<file path="config.mk">
export PLATFORM = sky130hd
export DESIGN_NAME = line_delay_ram
export DESIGN_NICKNAME = d
export VERILOG_FILES = /design/src/rtl/linedly_pkg.sv /design/src/rtl/ld_addr_gen.sv /design/src/rtl/ld_ring_ram.sv /design/src/rtl/ld_out_stage.sv /design/src/rtl/line_delay_ram.sv
export SDC_FILE = /design/constraint.sdc
export NUM_CORES = 2
export LEC_CHECK = 0
export BUFFER_PORTS_ARGS = -buffer_cell sky130_fd_sc_hd__clkbuf_2
export CORE_UTILIZATION = 50
export CTS_BUF_LIST = sky130_fd_sc_hd__clkbuf_4
export DETAILED_ROUTE_END_ITERATION = 8
export PLACE_DENSITY_LB_ADDON = 0.25
export SETUP_SLACK_MARGIN = 0.5
export SLEW_MARGIN = 5
export SYNTH_ARGS = -nofsm -noshare
export SYNTH_HDL_FRONTEND = slang
export SYNTH_HIERARCHICAL = 1
export SYNTH_SLANG_ARGS = --single-unit
</file>
<file path="constraint.sdc">
create_clock -name clk -period 3.7 [get_ports clk]
set_clock_uncertainty 0.1 [all_clocks]
set_input_delay 0 -clock clk [delete_from_list [all_inputs] [get_ports clk]]
set_output_delay 0 -clock clk [all_outputs]
set_load 0.01 [all_outputs]
</file>
<file path="src/rtl/linedly_pkg.sv">
package linedly_pkg;

    // Default geometry: 512 x 8 ring, read address 502 ahead => 10-word line
    localparam int DEF_DATA_W    = 8;
    localparam int DEF_ADDR_W    = 9;
    localparam int DEF_RD_OFFSET = 502;

    // Registers between the RAM read and the block output, beyond the RAM read register
    localparam int OUT_STAGES = 1;

    function automatic int ring_depth(input int addr_w);
        return 1 << addr_w;
    endfunction

    // Number of enabled cycles between writing an address and reading it back
    function automatic int line_length(input int addr_w, input int offset);
        return ring_depth(addr_w) - offset;
    endfunction

    // Offset must separate the two ports and stay within the ring
    function automatic bit offset_legal(input int addr_w, input int offset);
        return (offset > 0) && (offset < ring_depth(addr_w));
    endfunction

    // Total input-to-output latency in enabled edges
    function automatic int total_latency(input int addr_w, input int offset);
        return line_length(addr_w, offset) + OUT_STAGES;
    endfunction

endpackage

</file>
<file path="src/rtl/ld_addr_gen.sv">
module ld_addr_gen #(
    parameter int ADDR_W    = linedly_pkg::DEF_ADDR_W,
    parameter int RD_OFFSET = linedly_pkg::DEF_RD_OFFSET
) (
    input  logic              clk,
    input  logic              rst,
    input  logic              en,
    output logic [ADDR_W-1:0] wr_addr,
    output logic [ADDR_W-1:0] rd_addr
);
    localparam logic [ADDR_W-1:0] OFFSET_V = RD_OFFSET[ADDR_W-1:0];
    localparam logic [ADDR_W-1:0] LAST_A   = '1;

    logic [ADDR_W-1:0] ptr_q;

    // Free-running ring pointer; natural binary wrap gives modulo-depth
    always_ff @(posedge clk) begin
        if (rst) begin
            ptr_q <= '0;
        end else if (en) begin
            ptr_q <= ptr_q + 1'b1;
        end
    end

    assign wr_addr = ptr_q;
    // Offset adder: the carry out of the top bit is dropped, giving modulo M
    assign rd_addr = ptr_q + OFFSET_V;

    p_wr_advance_r2: assert property (@(posedge clk) disable iff (rst)
        (en && (wr_addr != LAST_A)) |=> (wr_addr == ADDR_W'($past(wr_addr) + 1'b1)));

    p_wr_wrap_r2: assert property (@(posedge clk) disable iff (rst)
        (en && (wr_addr == LAST_A)) |=> (wr_addr == '0));

    p_wr_hold_r7: assert property (@(posedge clk) disable iff (rst)
        !en |=> $stable(wr_addr));

endmodule

</file>
<file path="src/rtl/ld_ring_ram.sv">
module ld_ring_ram #(
    parameter int DATA_W    = linedly_pkg::DEF_DATA_W,
    parameter int ADDR_W    = linedly_pkg::DEF_ADDR_W,
    parameter bit INIT_ZERO = 1'b1
) (
    input  logic              clk,
    input  logic              rst,
    input  logic              en,
    input  logic [ADDR_W-1:0] wr_addr,
    input  logic [DATA_W-1:0] wr_data,
    input  logic [ADDR_W-1:0] rd_addr,
    output logic [DATA_W-1:0] rd_q
);
    localparam int DEPTH = linedly_pkg::ring_depth(ADDR_W);

    logic [DATA_W-1:0] mem [DEPTH];

    generate
        if (INIT_ZERO) begin : g_zero_fill
            initial begin
                for (int i = 0; i < DEPTH; i++) begin
                    mem[i] = '0;
                end
            end
        end
    endgenerate

    // Write port: one word per enabled cycle
    always_ff @(posedge clk) begin
        if (en) begin
            mem[wr_addr] <= wr_data;
        end
    end

    // Read port: registered, returns the content before any write of the same edge
    always_ff @(posedge clk) begin
        if (rst) begin
            rd_q <= '0;
        end else if (en) begin
            rd_q <= mem[rd_addr];
        end
    end

    p_rdq_hold_r7: assert property (@(posedge clk) disable iff (rst)
        !en |=> $stable(rd_q));

endmodule

</file>
<file path="src/rtl/ld_out_stage.sv">
module ld_out_stage #(
    parameter int DATA_W = linedly_pkg::DEF_DATA_W
) (
    input  logic              clk,
    input  logic              rst,
    input  logic              en,
    input  logic [DATA_W-1:0] d,
    output logic [DATA_W-1:0] q
);
    always_ff @(posedge clk) begin
        if (rst) begin
            q <= '0;
        end else if (en) begin
            q <= d;
        end
    end
endmodule

</file>
<file path="src/rtl/line_delay_ram.sv">
module line_delay_ram #(
    parameter int DATA_W    = linedly_pkg::DEF_DATA_W,
    parameter int ADDR_W    = linedly_pkg::DEF_ADDR_W,
    parameter int RD_OFFSET = linedly_pkg::DEF_RD_OFFSET,
    parameter bit INIT_ZERO = 1'b1
) (
    input  logic              clk,
    input  logic              rst,
    input  logic              en,
    input  logic [DATA_W-1:0] din,
    output logic [DATA_W-1:0] dout
);
    // the offset must keep the ports apart
    generate
        if (!linedly_pkg::offset_legal(ADDR_W, RD_OFFSET)) begin : g_bad_offset
            $error("line_delay_ram: RD_OFFSET must be in 1 .. 2**ADDR_W-1");
        end
    endgenerate

    logic [ADDR_W-1:0] wr_addr;
    logic [ADDR_W-1:0] rd_addr;
    logic [DATA_W-1:0] ram_q;

    ld_addr_gen #(
        .ADDR_W    (ADDR_W),
        .RD_OFFSET (RD_OFFSET)
    ) u_addr (
        .clk     (clk),
        .rst     (rst),
        .en      (en),
        .wr_addr (wr_addr),
        .rd_addr (rd_addr)
    );

    ld_ring_ram #(
        .DATA_W    (DATA_W),
        .ADDR_W    (ADDR_W),
        .INIT_ZERO (INIT_ZERO)
    ) u_ram (
        .clk     (clk),
        .rst     (rst),
        .en      (en),
        .wr_addr (wr_addr),
        .wr_data (din),
        .rd_addr (rd_addr),
        .rd_q    (ram_q)
    );

    ld_out_stage #(
        .DATA_W (DATA_W)
    ) u_out (
        .clk (clk),
        .rst (rst),
        .en  (en),
        .d   (ram_q),
        .q   (dout)
    );

    p_dout_hold_r7: assert property (@(posedge clk) disable iff (rst)
        !en |=> $stable(dout));

    p_ports_apart_r3: assert property (@(posedge clk) disable iff (rst)
        en |-> (rd_addr != wr_addr));

endmodule

</file>
==> summary.md <==
| Metric | Value |
|---|---|
| Outcome | completed |
| Die Span Y | ~570 µm |
| IO Pins | 19 |
| Clock Power Share | about two fifths |
| CP required | just over 5 ns |
| Max frequency | between 200 and 300 MHz |
| CP max stage delay | around 0.56 ns |
| Port bufs | 18 |
| Largest family of logic cells by synthesized area | multiplexers |
| Static Leak | 64.08 nW |
| Fin. Hold Viols | 0 |
| GRT Total Usage | 28.35% |
| Synth area leaders | edfxtp_1, mux4_2, mux2i_1 |
| H-tree depth | 7 |
| Fin nets | 9593 |
| WL/cell | 31.12 µm |
| Vias in the first global route | between 90000 and 100k |
| Logic pwr share | under 10% |
| CP Data Arrival Time | 4.95 ns |
| Root Driver | clkbuf_4 |
| CTS Sinks | between 4000 and 5000 |
| Die area | around 0.32 mm² |
| Min-delay worst type | in2reg |
| Site Rows | about 210 |
| Largest net degree at the start of global routing | around 150 |
| CTS tree | yes |
| Final Util | roughly three fifths |
| Net Switching | ~23 mW |
| Crit-path cells | inv_8 -> ha_4 -> inv_12 -> buf_16 -> buf_16 -> buf_12 -> mux4_2 -> mux4_2 -> o211ai_1 -> buf_4 -> a211o_4 -> buf_12 -> a221oi_1 -> a211o_1 |
| Core box area | between 0.3 and 0.4 mm² |
| DP Wirelength | approximately 280000 µm |
| Syn Nets | 7487 |
| Largest fanout on the critical path | 7 |
| P_int | about 76 mW |
| Total gr overflow | 0 |
| Final TNS setup | 0 ns |
| Period minus WS final | roughly 3.5 ns |
| Worst setup EP type | flip-flop |
| Setup CP Type | reg2reg |
| Avg Inst Size Synth | roughly 21 µm² |
| CP max stage cell | mux4_2 |
| Post-synthesis compound-gate area fraction | around 1.8% |
| Initial Utilization | between 50% and 60% |
| Multiplexer share of the synthesized area | ~16% |
| Final Setup Violations | 0 |
| Post-Syn Area | roughly 0.16 mm² |
| Most frequent cells in the layout | edfxtp_1, clkbuf_4, buf_4, mux4_2, nor2_1 |
| Worst slew pin tran | around 1.2 ns |
| Slew headroom | 21.64% |
| Via-to-Cell Ratio | 6.123 |
| Synth unique cells | 79 |
| Final GP Congestion | 0.9031 |
| Total iterations of the first detailed-routing run | 6 |
| DRC | 0 |
| Syn Inst Count | 7473 |
| Clock-pin slew on the worst setup and hold paths | ~0.070 ns |
| Routed vias | a little under 90000 |
| Area added between synthesis and finish | 19.57% |
| Global-route wire length before repair | about 650000 µm |
| Fraction of layout cells with a size suffix above 1 | between 40% and 50% |
| Largest area contributor in the netlist | edfxtp_1 |
| Synthesized flop and latch total | between 4000 and 5000 |
| Worst-Skew Late Latency | 1.71 ns |
| PwrDens | ~510 mW/mm² |
| Commonest non-fill, non-tap cell in the layout | edfxtp_1 |
| CTS Buf Count | approximately 1100 |
| CTS Buffer Depth | 5 |
| WL final | 452300 µm |
| Async S/R FF share, synth | 0% |
| Die W | approximately 570 µm |
| Filler Cell Count | about 23000 |
| Sw frac | 23.29% |
| Startpoint Class | flip-flop |
| Synth top area share | between 70 and 80% |
| Initial DRC Count | 12330 |
| Post-Synth Simple-Gate Area | 2.938% |
| Number of synthesized flops with an enable pin | around 4100 |
| Worst hold slack | ~0.4 ns |
| Antenna violations before repair | 21 |
| XOR/XNOR share of the synthesized area | less than 1% |
| Seq/Total Area, Yosys | between 70% and 80% |
| Top_reg_cell synth | edfxtp_1 |
| Max-slew violations | 0 |
| Sequential Power Share | 52.2% |
| Synthesis warning total | 6 |
| Unrepaired setup endpoints after global routing | true |
| Post-DRT Antenna Nets | 0 |
| Max-Cap Viols | 0 |
| Tcrit/Tclk final | a little over nine tenths |
| Synth Area in Adders | less than 1% |
| VDD IR max | around 0.32 mV |
## metrics by stage
step	total power, mW	cell area, µm²	setup slack [ns]	instances
2_1_floorplan	56.73	160600	0.5045	7473
3_3_place_gp	60.41	174600	-1.209	12530
3_5_place_dp	60.50	174600	-0.5765	12530
4_1_cts	99.08	191500	0.2995	14500
5_1_grt	101.8	192000	0.2166	14530
6_report	98.43	192000	0.1675	14540
## per-layer routing
| layer | routed length (µm) | track usage (%) |
|---|---|---|
| met1 | 169800 | 38.70 |
| met2 | 214900 | 43.41 |
| met3 | 50080 | 7.080 |
| met4 | 17490 | 12.94 |
| met5 | 26 | 0 |
## sequential cells by signal, indices dropped and copies added (netlist names)
signal          flops
u_addr/wr_addr      9
u_out/q             8
u_ram/rd_q          8
u_ram/mem        4096
## kinds of logic (layout without fill, tap and decap cells)
kind of cell               Yosys count  count (layout)
AOI/OAI and AO/OA                  412             412
xor gates and xnor gates            10              10
adders and majority gates            3               3
buffers and inverters              470            3229
DFF                               4121            4121
muxes                             1323            1323
other                                0              19
and+or+nand+nor                   1134            1134
## worst max-delay path, delay by kind of cell (launching register included)
| family | cells | cell delay [ns] |
|---|---|---|
| buffers and inverters | 7 | 0.90 |
| AO/OA/AOI/OAI | 4 | 0.88 |
| multiplexers | 2 | 0.86 |
| flip-flops | 1 | 0.38 |
| adder cells (fa/ha/maj) | 1 | 0.26 |
## power by group through the flow
stage	logic [mW]	registers, mW	clock network, mW
finish	9.21	51.4	37.8
CTS	9.09	51.4	38.6
global route	9.51	51.4	41.0
global placement	8.00	52.4	0
floorplan	4.36	52.4	0
detailed placement	8.09	52.4	0
## path summary, 6_finish.rpt
| kind | start | end | slack [ns] | cells after the start |
|---|---|---|---|---|
| worst min register to register | u_addr/wr_addr[2]$_SDFFE_PP0P_ | u_addr/wr_addr[2]$_SDFFE_PP0P_ | 0.51 | 3 |
| worst max-delay path | u_addr/wr_addr[1]$_SDFFE_PP0P_ | u_ram/rd_q[5]$_SDFFE_PP0P_ | 0.17 | 14 |
| worst min-delay path | rst | u_ram/rd_q[3]$_SDFFE_PP0P_ | 0.40 | 8 |
| worst max register to register | u_addr/wr_addr[1]$_SDFFE_PP0P_ | u_ram/rd_q[5]$_SDFFE_PP0P_ | 0.17 | 14 |
## layout make-up
class,instances,area [µm²],area share [%]
sequential,4121,123500,64.34
multi-input combinational,2882,35440,18.46
timing repair buffer,1444,14680,7.645
clock buffer,1543,11580,6.034
tap,4284,5360,2.792
clock inverter,231,1249,0.6505
inverter,11,97.59,0.05084
antenna,19,47.55,0.02477
## cell usage after synthesis (all sizes together), types with 13 or more instances
| master | instances |
|---|---|
| a22oi | 21 |
| o221ai | 48 |
| a2111oi | 14 |
| a211oi | 19 |
| nand2 | 325 |
| a21oi | 62 |
| mux2 | 23 |
| o21ai | 59 |
| mux4 | 1055 |
| buf | 288 |
| nor2b | 27 |
| nor3 | 18 |
| clkbuf | 171 |
| and3 | 25 |
| dfxtp | 25 |
| a31oi | 19 |
| nor2 | 605 |
| edfxtp | 4096 |
| a311oi | 16 |
| mux2i | 245 |
| nand3 | 62 |
| o22ai | 60 |
| nand2b | 13 |
## repair_timing
action | CTS | global route
setup buffers | 126 | 17
pin swaps | 42 | 34
resized for setup | 274 | 76
endpoints found under the setup margin | 75 | 184
cloned | 32 | 0
hold buffers | 39 | 0
hold endpoints to repair | 7406 | 0
Power figures use the tool's default switching activity.
